<file path="src/rtl/xbuf_pkg.sv">
package xbuf_pkg;

  // Strobes the control block hands to the datapath each cycle.
  typedef struct packed {
    logic doWrite;    // commit the write fields into the selected slot
    logic doFlush;    // kill every slot
    logic doAdvance;  // pointer step accepted
  } xbufStrobe_t;

endpackage

</file>
<file path="src/rtl/xbuf_pick.sv">
// Lowest-index-first priority pick over a match vector.
module xbuf_pick #(
  parameter int N     = 8,
  parameter int SEL_W = 3
) (
  input  logic [N-1:0]     matchVec,
  output logic             anyHit,
  output logic [SEL_W-1:0] firstIdx
);

  always_comb begin
    firstIdx = '0;
    for (int i = N - 1; i >= 0; i--) begin
      if (matchVec[i]) firstIdx = SEL_W'(i);
    end
    anyHit = |matchVec;
  end

endmodule

</file>
<file path="src/rtl/xbuf_ctrl.sv">
// Write range check, flush priority and round-robin victim pointer.
module xbuf_ctrl
  import xbuf_pkg::*;
#(
  parameter int NUM_ENTRIES = 8,
  parameter int IDX_W       = 4
) (
  input  logic             clk,
  input  logic             rst_n,
  input  logic             wrEn,
  input  logic [IDX_W-1:0] wrIdx,
  input  logic             flush,
  input  logic             rpAdvance,
  output xbufStrobe_t      strobe,
  output logic             wrErr,
  output logic [IDX_W-1:0] rpIdx
);

  localparam logic [IDX_W-1:0] SLOT_LIMIT = IDX_W'(NUM_ENTRIES);
  localparam logic [IDX_W-1:0] LAST_SLOT  = IDX_W'(NUM_ENTRIES - 1);

  logic inRange;
  logic [IDX_W-1:0] ptrQ;

  assign inRange = (wrIdx < SLOT_LIMIT);

  always_comb begin
    strobe.doFlush   = flush;
    strobe.doWrite   = wrEn && inRange && !flush;
    strobe.doAdvance = rpAdvance && !flush;
  end

  always_ff @(posedge clk) begin
    if (!rst_n || strobe.doFlush) begin
      ptrQ <= '0;
    end else if (strobe.doAdvance) begin
      ptrQ <= (ptrQ == LAST_SLOT) ? '0 : ptrQ + 1'b1;
    end
  end

  always_ff @(posedge clk) begin
    if (!rst_n) wrErr <= 1'b0;
    else        wrErr <= wrEn && !inRange;
  end

  assign rpIdx = ptrQ;

  // the error pulse only follows an out-of-range request
  a_r6_err_source: assert property (@(posedge clk) disable iff (!rst_n)
    wrErr |-> ($past(wrEn) && ($past(wrIdx) >= SLOT_LIMIT)));

  // flush sends the pointer home
  a_r8_flush_ptr: assert property (@(posedge clk) disable iff (!rst_n)
    flush |=> (rpIdx == '0));

  // stepping from the last slot wraps to zero
  a_r10_wrap: assert property (@(posedge clk) disable iff (!rst_n)
    (rpAdvance && !flush && rpIdx == LAST_SLOT) |=> (rpIdx == '0));

  // pointer holds without a request
  a_r9_hold: assert property (@(posedge clk) disable iff (!rst_n)
    (!rpAdvance && !flush) |=> $stable(rpIdx));

  // pointer never leaves the table
  a_r9_in_table: assert property (@(posedge clk) disable iff (!rst_n)
    rpIdx < SLOT_LIMIT);

endmodule

</file>
<file path="src/rtl/xbuf_data.sv">
// Slot storage and the two parallel match paths.
module xbuf_data
  import xbuf_pkg::*;
#(
  parameter int NUM_ENTRIES = 8,
  parameter int VPN_W       = 20,
  parameter int PFN_W       = 20,
  parameter int ASID_W      = 8,
  parameter int IDX_W       = 4,
  parameter int SEL_W       = 3
) (
  input  logic              clk,
  input  logic              rst_n,
  input  xbufStrobe_t       strobe,
  input  logic [SEL_W-1:0]  wrSel,
  input  logic [VPN_W-1:0]  wrVpn,
  input  logic [VPN_W-1:0]  wrMask,
  input  logic [ASID_W-1:0] wrAsid,
  input  logic              wrGlobal,
  input  logic [1:0]        wrValid,
  input  logic [PFN_W-1:0]  wrPfn,
  input  logic [VPN_W-1:0]  lkVpn,
  input  logic [ASID_W-1:0] lkAsid,
  output logic              lkHit,
  output logic [PFN_W-1:0]  lkPfn,
  output logic [IDX_W-1:0]  lkIdx,
  input  logic [VPN_W-1:0]  prVpn,
  input  logic [ASID_W-1:0] prAsid,
  output logic [IDX_W-1:0]  prIdx
);

  logic [VPN_W-1:0]  eVpn   [NUM_ENTRIES];
  logic [VPN_W-1:0]  eMask  [NUM_ENTRIES];
  logic [ASID_W-1:0] eAsid  [NUM_ENTRIES];
  logic              eGlob  [NUM_ENTRIES];
  logic [1:0]        eValid [NUM_ENTRIES];
  logic [PFN_W-1:0]  ePfn   [NUM_ENTRIES];

  logic [NUM_ENTRIES-1:0] liveVec;
  logic [NUM_ENTRIES-1:0] lkMatchVec;
  logic [NUM_ENTRIES-1:0] prMatchVec;
  logic [SEL_W-1:0] lkSel;
  logic [SEL_W-1:0] prSel;
  logic lkAny;
  logic prAny;

  always_ff @(posedge clk) begin
    if (!rst_n || strobe.doFlush) begin
      for (int i = 0; i < NUM_ENTRIES; i++) begin
        eVpn[i]   <= '0;
        eMask[i]  <= '0;
        eAsid[i]  <= '0;
        eGlob[i]  <= 1'b0;
        eValid[i] <= 2'b00;
        ePfn[i]   <= '0;
      end
    end else if (strobe.doWrite) begin
      eVpn[wrSel]   <= wrVpn;
      eMask[wrSel]  <= wrMask;
      eAsid[wrSel]  <= wrAsid;
      eGlob[wrSel]  <= wrGlobal;
      eValid[wrSel] <= wrValid;
      ePfn[wrSel]   <= wrPfn;
    end
  end

  for (genvar g = 0; g < NUM_ENTRIES; g++) begin : gSlot
    assign liveVec[g] = |eValid[g];
    assign lkMatchVec[g] = liveVec[g]
        && (((lkVpn ^ eVpn[g]) & ~eMask[g]) == '0)
        && (eGlob[g] || (eAsid[g] == lkAsid));
    assign prMatchVec[g] = liveVec[g]
        && (((prVpn ^ eVpn[g]) & ~eMask[g]) == '0)
        && (eGlob[g] || (eAsid[g] == prAsid));
  end

  xbuf_pick #(.N(NUM_ENTRIES), .SEL_W(SEL_W)) lkPick_i (
    .matchVec(lkMatchVec), .anyHit(lkAny), .firstIdx(lkSel));

  xbuf_pick #(.N(NUM_ENTRIES), .SEL_W(SEL_W)) prPick_i (
    .matchVec(prMatchVec), .anyHit(prAny), .firstIdx(prSel));

  assign lkHit = lkAny;
  assign lkPfn = lkAny ? ePfn[lkSel] : '0;
  assign lkIdx = lkAny ? IDX_W'(lkSel) : '0;
  assign prIdx = prAny ? IDX_W'(prSel) : '1;

  // after a flush no slot is live
  a_r8_flush_empties: assert property (@(posedge clk) disable iff (!rst_n)
    strobe.doFlush |=> (liveVec == '0));

  // a reported hit always names a live slot
  a_r5_hit_live: assert property (@(posedge clk) disable iff (!rst_n)
    lkHit |-> liveVec[lkSel]);

  // no lower slot also matched
  a_r11_lowest_wins: assert property (@(posedge clk) disable iff (!rst_n)
    lkHit |-> ((lkMatchVec & ((NUM_ENTRIES'(1) << lkSel) - NUM_ENTRIES'(1))) == '0));

  // probe and lookup agree when asked the same question
  a_r4_paths_agree: assert property (@(posedge clk) disable iff (!rst_n)
    (prVpn == lkVpn && prAsid == lkAsid) |-> (lkHit ? (prIdx == lkIdx) : (prIdx == '1)));

  // a committed write is live exactly as written
  a_r7_write_lands: assert property (@(posedge clk) disable iff (!rst_n)
    (strobe.doWrite && !strobe.doFlush) |=> (eValid[$past(wrSel)] == $past(wrValid)));

endmodule

</file>
<file path="src/rtl/assoc_xlate_buf.sv">
// Thin top: control and datapath wired through the strobe struct.
module assoc_xlate_buf
  import xbuf_pkg::*;
#(
  parameter int NUM_ENTRIES = 8,
  parameter int VPN_W       = 20,
  parameter int PFN_W       = 20,
  parameter int ASID_W      = 8,
  parameter int IDX_W       = $clog2(NUM_ENTRIES) + 1
) (
  input  logic              clk,
  input  logic              rst_n,
  input  logic [VPN_W-1:0]  lkVpn,
  input  logic [ASID_W-1:0] lkAsid,
  output logic              lkHit,
  output logic [PFN_W-1:0]  lkPfn,
  output logic [IDX_W-1:0]  lkIdx,
  input  logic [VPN_W-1:0]  prVpn,
  input  logic [ASID_W-1:0] prAsid,
  output logic [IDX_W-1:0]  prIdx,
  input  logic              wrEn,
  input  logic [IDX_W-1:0]  wrIdx,
  input  logic [VPN_W-1:0]  wrVpn,
  input  logic [VPN_W-1:0]  wrMask,
  input  logic [ASID_W-1:0] wrAsid,
  input  logic              wrGlobal,
  input  logic [1:0]        wrValid,
  input  logic [PFN_W-1:0]  wrPfn,
  output logic              wrErr,
  input  logic              flush,
  input  logic              rpAdvance,
  output logic [IDX_W-1:0]  rpIdx
);

  localparam int SEL_W = (NUM_ENTRIES > 1) ? $clog2(NUM_ENTRIES) : 1;

  xbufStrobe_t strobe;

  xbuf_ctrl #(.NUM_ENTRIES(NUM_ENTRIES), .IDX_W(IDX_W)) ctrl_i (
    .clk(clk), .rst_n(rst_n), .wrEn(wrEn), .wrIdx(wrIdx), .flush(flush),
    .rpAdvance(rpAdvance), .strobe(strobe), .wrErr(wrErr), .rpIdx(rpIdx));

  xbuf_data #(
    .NUM_ENTRIES(NUM_ENTRIES), .VPN_W(VPN_W), .PFN_W(PFN_W),
    .ASID_W(ASID_W), .IDX_W(IDX_W), .SEL_W(SEL_W)
  ) data_i (
    .clk(clk), .rst_n(rst_n), .strobe(strobe), .wrSel(wrIdx[SEL_W-1:0]),
    .wrVpn(wrVpn), .wrMask(wrMask), .wrAsid(wrAsid), .wrGlobal(wrGlobal),
    .wrValid(wrValid), .wrPfn(wrPfn),
    .lkVpn(lkVpn), .lkAsid(lkAsid), .lkHit(lkHit), .lkPfn(lkPfn), .lkIdx(lkIdx),
    .prVpn(prVpn), .prAsid(prAsid), .prIdx(prIdx));

endmodule

</file>
<file path="config.mk">
export PLATFORM = sky130hd
export DESIGN_NAME = assoc_xlate_buf
export DESIGN_NICKNAME = d
export VERILOG_FILES = /design/src/rtl/xbuf_pkg.sv /design/src/rtl/xbuf_pick.sv /design/src/rtl/xbuf_ctrl.sv /design/src/rtl/xbuf_data.sv /design/src/rtl/assoc_xlate_buf.sv
export SDC_FILE = /design/constraint.sdc
export NUM_CORES = 1
export LEC_CHECK = 0
export BUFFER_PORTS_ARGS = -buffer_cell sky130_fd_sc_hd__buf_2
export CELL_PAD_IN_SITES_DETAIL_PLACEMENT = 1
export CELL_PAD_IN_SITES_GLOBAL_PLACEMENT = 1
export CORE_AREA = 2 2 291 293
export DETAILED_ROUTE_END_ITERATION = 7
export DIE_AREA = 0 0 293 295
export PLACE_DENSITY_LB_ADDON = 0.1
export SLEW_MARGIN = 20
export SYNTH_ARGS = -nofsm -noshare
export SYNTH_HDL_FRONTEND = slang
export SYNTH_HIERARCHICAL = 1
export SYNTH_SLANG_ARGS = --single-unit
</file>
<file path="constraint.sdc">
create_clock -name clk -period 16.8 [get_ports clk]
set_input_delay 3.36 -clock clk [delete_from_list [all_inputs] [get_ports clk]]
set_output_delay 3.36 -clock clk [all_outputs]
set_load 0.1 [all_outputs]
</file>
==> results of run 1 <==
[power by group]
group          switching [mW]  total, mW  internal, mW
Sequential             0.0559       1.70          1.65
Combinational           0.223      0.337         0.114
Clock                   0.616       1.50         0.882
[cell type report]
type | count | area share [%]
well taps | 1080 | 4.11
flip-flops and latches | 573 | 52.2
clock buffers | 87 | 5.58
clock inverters | 37 | 1.09
inverters | 3 | 0.0342
multi-input cells | 1455 | 33.8
repair buffers | 194 | 3.15
diodes | 4 | 0.0304
[flip-flops by register name, summed over array words and instances (netlist names)]
register / count
ctrl_i/wrErr: 1
data_i/eValid: 16
data_i/eAsid: 64
data_i/eGlob: 8
data_i/eVpn: 160
data_i/eMask: 160
ctrl_i/rpIdx: 4
data_i/ePfn: 160
[metrics by stage]
step	area (sq um)	hold WS (ps)	instances	power, mW
floorplan	28900	896	2161	1.90
global placement	30700	471	3305	2.07
detailed placement	30700	536	3305	2.07
CTS	32900	538	3429	3.57
global route	32900	570	3431	3.64
finish	32900	536	3433	3.54
[Yosys cell counts (all sizes together), types with 2 or more instances]
cell	n
nor2	30
nor3	14
nor2b	25
and3	18
and3b	2
inv	3
dfxtp	5
a21oi	18
nand3	3
xnor2	320
nand2	3
mux4	40
clkbuf	60
xor2	130
o22a	12
o41ai	2
nand2b	8
o22ai	136
mux2i	22
buf	70
o21bai	2
edfxtp	568
o21ai	8
nor4	70
and2	571
a21boi	2
nand3b	2
o221ai	12
[cells by family (layout without fill, tap and decap cells)]
logic type,Yosys count,after routing
simple gates,749,749
flops,573,573
xor+xnor,450,450
compound gates,192,192
buf+inv,133,321
mux,62,62
fa+ha+maj,1,1
other cells,1,5
[per-layer routing]
layer | GRT usage (%) | routed length [um] | part of all wire [%] | vias up
met5 | 0 | 129 | 0.12 | -
met1 | 33.6 | 46600 | 43 | 9512
met4 | 8.03 | 3490 | 3.3 | 20
met2 | 40.9 | 50700 | 47 | 555
li1 | - | - | - | 7982
met3 | 4.30 | 6380 | 5.9 | 152
[worst min path at each step]
stage | depth (start not counted) | to | slack (ps) | from
floorplan | 2 | ctrl_i/rpIdx[3]$_SDFFE_PP0P_ | 900 | ctrl_i/rpIdx[3]$_SDFFE_PP0P_
global placement | 2 | ctrl_i/rpIdx[3]$_SDFFE_PP0P_ | 470 | ctrl_i/rpIdx[3]$_SDFFE_PP0P_
detailed placement | 2 | ctrl_i/rpIdx[3]$_SDFFE_PP0P_ | 540 | ctrl_i/rpIdx[3]$_SDFFE_PP0P_
CTS | 2 | ctrl_i/rpIdx[3]$_SDFFE_PP0P_ | 540 | ctrl_i/rpIdx[3]$_SDFFE_PP0P_
global route | 2 | ctrl_i/rpIdx[3]$_SDFFE_PP0P_ | 570 | ctrl_i/rpIdx[3]$_SDFFE_PP0P_
finish | 2 | ctrl_i/rpIdx[3]$_SDFFE_PP0P_ | 540 | ctrl_i/rpIdx[3]$_SDFFE_PP0P_
[worst max-delay path, delay by kind of cell]
kind            cells  cell delay [ps]
mux                 2              890
simple gates        4             1720
compound gates      3              650
buf+inv             3             1250
xor+xnor            1              190
==> reports/results.ini, run 1 <==
[setup_path]
end_kind = output pin
slowest_delay_ps = 750
crit_slowest_cell = buf_4
cp-endpoint = lkPfn[17]
critPathLaunch = lkAsid[7]
rr_startpoint = ctrl_i/rpIdx[0]$_SDFFE_PP0P_
path_max_fanout = 41
worstPathArrival_ps = 8120
reg2regPathDepth = 4
crit_required_ps = 13440
regToRegSetupSlack_ps = 15750
r2r_end = ctrl_i/rpIdx[3]$_SDFFE_PP0P_
startpoint_type = input pin
crit_chain = buf_2 -> xor2_1 -> nor4_1 -> a21oi_1 -> nor4_1 -> and3_1 -> a21oi_1 -> o41ai_2 -> buf_4 -> mux4_2 -> mux2i_1 -> nor2b_1 -> buf_2
critPathKind = in -> out

[cells_and_area]
mostFrequentLayoutCell = and2_1
final-seq-area_sq_um = 17200
syn2layout_area_growth_pct = 14.0
multi_input_area_sq_um = 11100
drive_above_1_share_pct = 14.9
layout_common_cells = and2_1, edfxtp_1, xnor2_1, buf_2, o22ai_1
final_util_pct = 39.6
nets = 2433
fillCellCount = 8579

[job]
cap_violations = 0

[route]
drtAntennaViolNets = 0
wirelength_um = 107000
via_count = 18221
first_pass_iters = 5
drcViolationCount = 0
via_per_inst = 5.31
wl_per_cell_um = 31.3
drt_iter0_drc = 1538

[yosys]
netlist_area_sq_um = 28900
ys_types = 43
synthArstFlopShare_pct = 0
synth-compound-area-share_pct = 4.29
synth-xor-area-share_pct = 13.7
synthFlopType = edfxtp_1
synth_simple_gate_area_share_pct = 16.3
syn_avg_cell_area_sq_um = 13.4
synth_top_area_share_pct = 59.1
synth_cells = 2161
ys_seq_area_share_pct = 59.4
yosysTopAreaCell = edfxtp_1
yosys_warnings = 6
synthAdderAreaFrac_pct = 0.0434
yosys_register_bits = 573
syn_nets = 2298
synth.area.top_cells = edfxtp_1, and2_1, xnor2_1
synth_edf_count = 568
synthMuxAreaShare_pct = 3.88
synth_top_family_by_area = simple AND/OR/NAND/NOR gates

[sta]
setup_ws_ps = 5320
hold_viol = 0
finalMaxSlewViolations = 0
period_share_pct = 68.3
skew_ps = 16.0
setup_viol = 0
rsz0062_at_grt = no
post-route-min-period_ps = 11480
tightestPinTransition_ps = 1090
fin_setup_tns_ps = 0
fmaxAchievable_mhz = 87.1
slew_headroom_pct = 27.3

[floorplanning]
pin_count = 170
num_rows = 106
die_w_um = 293
die_area_sq_um = 86400
core_sq_um = 83200
initial_core_util_pct = 34.7
die_h_um = 295

[cts]
clock_latency_ps = 600
cts_sinks = 573
root_buffer = clkbuf_16
cts-resized-gates = 0
post_cts_buffers = 0
cts_tree = built
cts.clk_slew.worst_paths_ps = 50
htree_levels = 3
hold_buffers = 0
numCtsBuffers = 69
cts_buffer_depth = 3

[grt]
grt_pass1_wl_um = 150000
antenna_found_initial = 21
grt_pass1_vias = 18968
grt_max_degree = 73
grt_overflow = 0
grt_use_total_pct = 24.9

[pwr]
power_density_nw_per_um2 = 107
p_leak_nw = 11.9
peakVddDrop_v = 0.0000586

[outcome]
run_status = finished, final reports clean

[place]
gp_congestion = 0.913
dp.final_hpwl_um = 72900
dp_slack_ps = 5290
port_buffers = 168

[hold_path]
hp-class = reg -> reg

No activity file was read; power rests on OpenSTA's default activity.
==> run 2, diff against run 1 <==
ABC_AREA = 1   (was unset)
CORE_AREA = 2 2 302 304   (was 2 2 291 293)
DIE_AREA = 0 0 304 306   (was 0 0 293 295)
clock period = 10.8 ns   (was 16.8 ns; I/O delays follow)
==> run 2 against run 1 <==
Net effect:
- worst hold slack better by 23 ps
- clock skew down 16 ps
- highest routed layer unchanged
- largest cell class unchanged
- sequential share of layout area down 3.2 points
- wire length up 8.4%
- total power up 58%
==> reports/results.ini, run 2 <==
[outcome]
run_status = finished, final reports clean

[sta]
setup_ws_ps = 2180
period_share_pct = 79.8
slew_headroom_pct = 26.6
tightestPinTransition_ps = 1100
hold_viol = 0
skew_ps = 0.339
fin_setup_tns_ps = 0
setup_viol = 0
fmaxAchievable_mhz = 116
rsz0062_at_grt = no
finalMaxSlewViolations = 0
post-route-min-period_ps = 8620

[route]
via_per_inst = 4.89
first_pass_iters = 5
drt_iter0_drc = 1942
wl_per_cell_um = 22.2
drcViolationCount = 0
drtAntennaViolNets = 0
via_count = 25595
wirelength_um = 116000

[cells_and_area]
mostFrequentLayoutCell = nand2_1
drive_above_1_share_pct = 7.84
multi_input_area_sq_um = 11000
antenna_cells = 0
fillCellCount = 10844
instances_no_fill = 5234
top_regs = data_i/eMask: 160 flops, data_i/ePfn: 160 flops, data_i/eVpn: 160 flops
syn2layout_area_growth_pct = 12.2
layout_common_cells = nand2_1, nor2_1, edfxtp_1, inv_1, nand3_1
stdcell_area_sq_um = 35000
final-seq-area_sq_um = 17200
nets = 4144

[place]
port_buffers = 168
place_inst = 5108
place_area_sq_um = 32800
dp.final_hpwl_um = 79400
dp_slack_ps = 2170
gp_congestion = 0.871

[floorplanning]
die_h_um = 306
initial_core_util_pct = 34.8
core_sq_um = 89600
die_area_sq_um = 93000
die_w_um = 304
pin_count = 170
num_rows = 110

[setup_path]
critPathKind = in -> out
crit_required_ps = 8640
reg2regPathDepth = 4
worstPathArrival_ps = 6460
crit_top_cell = nand2_1
slowest_delay_ps = 630
crit_chain = buf_2 -> inv_1 -> nand2_1 -> nand3_1 -> nand2_1 -> nor3_1 -> nand2_1 -> nor2_1 -> inv_1 -> nand2_1 -> nand2_1 -> nand2_1 -> nand2_1 -> a21oi_4 -> buf_4 -> o21ai_0 -> o22ai_1 -> nand3_1 -> nand2_1 -> buf_2
end_kind = output pin
critPathLaunch = lkVpn[0]
startpoint_type = input pin
crit_slowest_cell = a21oi_4
path_max_fanout = 58
rr_startpoint = ctrl_i/rpIdx[0]$_SDFFE_PP0P_

[yosys]
yosys_warnings = 6
netlist_area_sq_um = 31200
synth_edf_count = 568
syn_nets = 4025
synth_most_common_cell = nand2_1
yosys_register_bits = 573
synth_top_area_share_pct = 54.7
synth_common_cells = nand2_1, nor2_1, edfxtp_1
ys_types = 34
synthArstFlopShare_pct = 0
syn_avg_cell_area_sq_um = 8.03
yosysTopAreaCell = edfxtp_1
ys_seq_area_share_pct = 55.0
synthFlopType = edfxtp_1
synth_cells = 3888
synth.area.top_cells = edfxtp_1, nand2_1, nor2_1

[pwr]
sw_frac_of_total_pct = 26.7
p_leak_nw = 16.3
p_switching_mw = 1.49
power_density_nw_per_um2 = 160
power.share.clock_pct = 42.7
power_frac_comb_pct = 10.5
p_int_mw = 4.10
pwr-share-seq_pct = 46.8
peakVddDrop_v = 0.000116

[hold_path]
hold_path_depth = 3
hp-start = ctrl_i/rpIdx[3]$_SDFFE_PP0P_
hp-class = reg -> reg

[cts]
clock_latency_ps = 620
post_cts_buffers = 0
cts-resized-gates = 0
root_buffer = clkbuf_16
cts_buffer_depth = 3
cts_tree = built
cts_sinks = 573
htree_levels = 3
hold_buffers = 0
numCtsBuffers = 73
cts.clk_slew.worst_paths_ps = 60

[grt]
antenna_found_initial = 7
grt_max_degree = 81
grt_pass1_vias = 25432
grt_overflow = 0
grt_use_total_pct = 24.8
grt_pass1_wl_um = 170000

[job]
cap_violations = 0

[run 2: cell count changes in the layout (fill, tap and decap cells not counted), moves of 67 or more]
cell and delta:
nor4_1 -67, xnor2_1 -240, xor2_1 -129, nand3_1 +271, o21ai_0 +101, nor2_1 +903
o22ai_1 -96, and2_1 -571, nand2_1 +1117, inv_1 +562
[run 2: critical path: cells and delay by family]
family / cells / cell delay [ps]
simple gates: 12 / 1640
compound gates: 3 / 1010
buf+inv: 5 / 1550
[run 2: stage by stage]
stage          hold WS (ps)  power, mW  utilization (%)
2_1_floorplan           962       3.00                -
3_3_place_gp            539       3.25             36.6
3_5_place_dp            549       3.26             36.6
4_1_cts                 567       5.65             39.1
5_1_grt                 616       5.81             39.1
6_report                559       5.59             39.1
[run 2: final timing paths]
| check | end | slack, ps |
|---|---|---|
| worst max-delay path | lkPfn[2] | 2180 |
| worst min-delay path | ctrl_i/rpIdx[3]$_SDFFE_PP0P_ | 560 |
| worst max register to register | ctrl_i/rpIdx[3]$_SDFFE_PP0P_ | 9820 |
| worst min register to register | ctrl_i/rpIdx[3]$_SDFFE_PP0P_ | 560 |
[run 2: power by group through the flow]
stage          registers (mW)  logic, mW  clock network (mW)
6_report                 2.62      0.589                2.39
3_5_place_dp             2.66      0.595                   0
5_1_grt                  2.63      0.652                2.53
3_3_place_gp             2.66      0.590                   0
2_1_floorplan            2.65      0.343                   0
4_1_cts                  2.62      0.597                2.44
[run 2: cell families after synthesis]
family                     after synthesis  synth area share (%)
xor gates and xnor gates                81                  2.27
DFF                                    573                  55.0
AOI/OAI and AO/OA                      161                  2.79
buffers and inverters                  712                  10.1
and+or+nand+nor                       2359                  29.8
other                                    1                0.0120
adders and majority gates                1                0.0401
[run 2: metal layers]
| metal | GRT usage [%] | routed length (um) |
|---|---|---|
| met1 | 33.6 | 53100 |
| met3 | 2.86 | 5200 |
| met4 | 5.50 | 1970 |
| met5 | 0 | 60 |
| met2 | 42.7 | 56000 |
[run 2: layout make-up]
| cell class | instances | share of cell area (%) |
|---|---|---|
| flip-flops and latches | 573 | 49.0 |
| multi-input cells | 2603 | 31.5 |
| clock buffers | 90 | 5.40 |
| clock inverters | 36 | 1.01 |
| well taps | 1176 | 4.20 |
| inverters | 567 | 6.08 |
| repair buffers | 189 | 2.85 |
